## src/rtl/dma_handshake.sv

```systemverilog
module dma_handshake (
  input  logic clk,
  input  logic rst_n,
  input  logic dma_en,
  input  logic blk_mode,
  input  logic dack,
  input  logic cs,
  input  logic rd_stb,
  input  logic wr_stb,
  input  logic eop,
  input  logic byte_rdy,
  input  logic phase_mm,
  output logic drq,
  output logic ready,
  output logic latch_en,
  output logic irq,
  output logic cs_err
);

  logic strb, strb_q, run, done;
  logic eop_q, opened_q, stall_q, stopped_q, lat_q, err_q;

  assign strb = rd_stb | wr_stb;
  assign run  = dma_en & ~stopped_q;
  assign done = run & dack & strb_q & ~strb;

  always_ff @(posedge clk) begin
    if (!rst_n) begin
      strb_q    <= 1'b0;
      lat_q     <= 1'b0;
      err_q     <= 1'b0;
      eop_q     <= 1'b0;
      opened_q  <= 1'b0;
      stall_q   <= 1'b0;
      stopped_q <= 1'b0;
    end else begin
      strb_q <= strb;
      lat_q  <= done;
      err_q  <= dack & cs;
      if (!dma_en) begin
        eop_q     <= 1'b0;
        opened_q  <= 1'b0;
        stall_q   <= 1'b0;
        stopped_q <= 1'b0;
      end else begin
        if (done)                          eop_q <= 1'b0;
        else if (run & dack & strb & eop)  eop_q <= 1'b1;
        if (done & eop_q)   stopped_q <= 1'b1;
        if (run & phase_mm) stall_q   <= 1'b1;
        opened_q <= run & blk_mode & (opened_q | dack);
      end
    end
  end

  assign drq      = run & ~stall_q & byte_rdy & ~dack & ~lat_q & ~(blk_mode & opened_q);
  assign ready    = ~(run & opened_q & (stall_q | ~byte_rdy | lat_q));
  assign latch_en = lat_q;
  assign irq      = stall_q;
  assign cs_err   = err_q;

  assert_drq_dack_R2: assert property (@(posedge clk) disable iff (!rst_n)
    dack |-> !drq);
  assert_latch_pulse_R3: assert property (@(posedge clk) disable iff (!rst_n)
    latch_en |=> !latch_en);
  assert_cs_flag_R4: assert property (@(posedge clk) disable iff (!rst_n)
    (dack && cs) |=> cs_err);
  assert_blk_drq_R5: assert property (@(posedge clk) disable iff (!rst_n)
    (opened_q && blk_mode) |-> !drq);
  assert_irq_hold_R7: assert property (@(posedge clk) disable iff (!rst_n)
    (irq && dma_en) |=> irq);
  assert_idle_R8: assert property (@(posedge clk) disable iff (!rst_n)
    !dma_en |-> (ready && !drq));
  assert_stop_idle_R9: assert property (@(posedge clk) disable iff (!rst_n)
    (stopped_q && dma_en) |-> (!drq && ready));

endmodule

```

## config.mk

```make
export PLATFORM = sky130hd
export DESIGN_NAME = dma_handshake
export DESIGN_NICKNAME = d
export VERILOG_FILES = /design/src/rtl/dma_handshake.sv
export SDC_FILE = /design/constraint.sdc
export NUM_CORES = 1
export LEC_CHECK = 0
export CORE_AREA = 2 2 39 41
export CTS_CLUSTER_DIAMETER = 50
export DETAILED_ROUTE_END_ITERATION = 8
export DIE_AREA = 0 0 41 43
export GPL_ROUTABILITY_DRIVEN = 1
export PLACE_DENSITY_LB_ADDON = 0.12
export SETUP_SLACK_MARGIN = 0.5
export SLEW_MARGIN = 0
export SYNTH_ARGS = -nofsm -noshare
export SYNTH_HDL_FRONTEND = slang
export SYNTH_SLANG_ARGS = --single-unit
```

## constraint.sdc

```tcl
create_clock -name clk -period 0.8 [get_ports clk]
set_clock_uncertainty 0.05 [all_clocks]
set_input_delay 0.16 -clock clk [delete_from_list [all_inputs] [get_ports clk]]
set_output_delay 0.16 -clock clk [all_outputs]
set_load 0.05 [all_outputs]
```

==> metrics.md <==
| Metric | Value |
|---|---|
| Clock sink count | `7` |
| Port bufs | `15` |
| Simple-gate share of the synthesized area | `30.1%` |
| Routed length per placed instance | `12.5 µm` |
| Area Overhead vs Synth | `177%` |
| Syn Inst Count | `29` |
| Crit-path cells | `nor2b_4 -> buf_4 -> buf_4 -> nand3_4 -> buf_12` |
| Synth Flop Type | `dfxtp_1` |
| Vias in the first global route | `367` |
| Routability cong. | `0.690` |
| CP Capture Type | `primary output` |
| Synth Net Count | `40` |
| Final setup margin | `-579 ps` |
| Maximum vdd drop | `0.651 mV` |
| FILL cells | `125` |
| Setup TNS | `-2660 ps` |
| Vias | `346` |
| Cell taking the most area after synthesis | `dfxtp_1` |
| Top post-synthesis cells by area | `dfxtp_1, nand2_1, nor2_1` |
| First-pass GRT wire length | `1570 µm` |
| Hold-fix buffers, CTS | `0` |
| R2r startpoint | `stopped_q` |
| Clock Tree Root | `clkbuf_4` |
| Initial Utilization | `19.5%` |
| Main combinational cell family by area after synthesis | `simple AND/OR/NAND/NOR gates` |
| H-tree depth | `1` |
| Final ANT Viol Nets | `0` |
| Synth cell count leaders | `dfxtp_1, nand2_1, nor2_1, a21oi_1` |
| Final Critical Period | `1380 ps` |
| Grt total ovfl | `0` |
| Crit-path max FO | `2` |
| Setup CP Type | `flip-flop to primary output` |
| Final setup viols | `10` |
| Number of flops mapped to enable cells by yosys | `0` |
| Num CTS Buffers | `3` |
| Power Density | `1250 nW/µm²` |
| Largest net degree at the start of global routing | `5` |
| Buf+Inv Stages, Crit Path | `3` |
| Slowest CP cell | `dfxtp_2` |
| CORE AREA | `1380 µm²` |
| Worst Hold Launch | `rst_n` |
| Max Freq | `0.725 GHz` |
| Number of remaining DRC errors | `0` |
| Drt first pass iters | `1` |
| Chip height | `43 µm` |
| Count leader, synth | `dfxtp_1` |
| Hold WC Path Type | `input port to flip-flop` |
| Clock Latency Late Sink | `250 ps` |
| CTS tree | `built` |
| Synth Area in XOR/XNOR | `0%` |
| Mux share of post-synthesis cell area | `0%` |
| Post-synthesis async set-or-reset flop share | `0%` |
| Final non-filler cell total | `79` |
| Core Rows | `14` |
| DP Worst Slack | `-657 ps` |
| GR Util All Layers | `13.7%` |
| Chip width | `41 µm` |
| Yosys cell types | `16` |
| Placed insts | `72` |
| Worst Setup Start Kind | `flip-flop` |
| Iter 0 DRT Violations | `0` |
| P_leak | `0.313 nW` |
| RSZ-0062 raised after global routing | `true` |
| Avg Vias per Cell | `4.38` |
| Seq cells post-synth | `7` |
| Rel. slew slack | `87.2%` |
| Initial antenna violation count | `0` |
| Final design utilization | `54.2%` |
| Ports | `16` |
| Cell mode on critical path | `buf_4` |
| Mapped cell area | `270 µm²` |
| Slowest Stage Delay on Critical Path | `330 ps` |
| Slew Limit Fails | `0` |
| Post-synthesis sequential area ratio | `51.9%` |
| Clock tree buffer depth | `2` |
| Power, Total | `0.940 mW` |
| Worst-Margin Slew | `191 ps` |
| CTS clk-pin slew, worst paths | `60 ps` |
| Final worst path period share | `172%` |
| Failing checks | `setup timing` |
| Syn_area_per_cell | `9.32 µm²` |
| Setup crit start | `stopped_q` |
| Die ar. | `1760 µm²` |
| Max cap viols | `0` |
| Post-synthesis compound-gate area fraction | `16.7%` |
| Share of cells above drive strength 1 | `76.2%` |
| Multi-input gate area | `205 µm²` |
| Worst Path Required | `590 ps` |
| Detailed placer's ending HPWL | `693 µm` |
| Crit path DAT | `1170 ps` |
| Post-synth top area share | `51.9%` |
| Synth warn | `0` |
| Combined flip-flop and latch cell area | `154 µm²` |
| Post-Synth Adder-Cell Area | `0%` |
| Diodes inserted | `0` |
| Status | `complete, but fails checks` |
| NumNets Final | `75` |
| Post-Route WL | `987 µm` |
| Family with the most delay on the worst path | `buffers and inverters` |
| Final hold violations | `0` |
[cell type report]
class,instances,share of cell area (%)
Inverter,1,0.501
Clock buffer,4,3.51
Timing Repair Buffer,30,45.4
Sequential cell,7,20.5
Tap cell,16,2.67
Multi-Input combinational cell,21,27.4
[where the power goes]
part	total [mW]	internal (mW)	switching, mW	leakage [nW]
sequential	0.360	0.354	0.00657	0.0604
clock	0.338	0.191	0.146	0.0150
combinational	0.242	0.145	0.0967	0.238
total	0.940	0.690	0.250	0.313
[tightest hold or removal path, stage by stage]
cell and delay (ps):
buf_8 100, nand2_2 80, nor4b_4 50
[worst paths after layout]
kind / endpoint / slack, ps / depth (start not counted)
setup reg to reg: latch_en / -270 / 5
hold / removal: opened_q / 120 / 3
hold reg to reg: stopped_q / 480 / 2
setup / recovery: ready / -580 / 5
[stage by stage]
step	hold WS, ps	cell area (µm²)
global placement	430	617
global route	126	749
finish	120	749
CTS	101	722
detailed placement	440	617
floorplan	220	307
[routing by layer]
layer  share of wire, %  GRT usage (%)  up-vias
met3                5.1           6.28        0
met4                  0           4.00        0
met5                  0              0        -
li1                   -              -      169
met2                 58           22.8        8
met1                 36           14.8      169
[layout by cell type (no fill, tap or decap), drive strengths merged, types with 2 or more instances in the layout]
cell           synthesis  layout
clkbuf                 0       4
clkdlybuf4s50          0       4
buf                    0      24
a21oi                  3       3
dfxtp                  7       7
nand2                  4       4
nor2                   4       4
and3                   2       2
[flip-flops by register name, summed over array words and instances, names as in the netlist]
register / flops
latch_en: 1
cs_err: 1
eop_q: 1
strb_q: 1
irq: 1
opened_q: 1
stopped_q: 1
[what timing repair did]
| item | in CTS | in global routing |
|---|---|---|
| buffers inserted | 3 | 0 |
| pin swaps | 8 | 3 |
| resized for setup | 38 | 6 |
| setup endpoints to repair | 12 | 12 |
| cloned | 0 | 0 |
[cell families (layout without fill, tap and decap cells)]
group                  after synthesis  count (layout)
buffers and inverters                1              35
flip-flops                           7               7
AO/OA/AOI/OAI                        6               6
AND/OR/NAND/NOR                     15              15
Note: power is estimated with default switching activity, not from simulation.
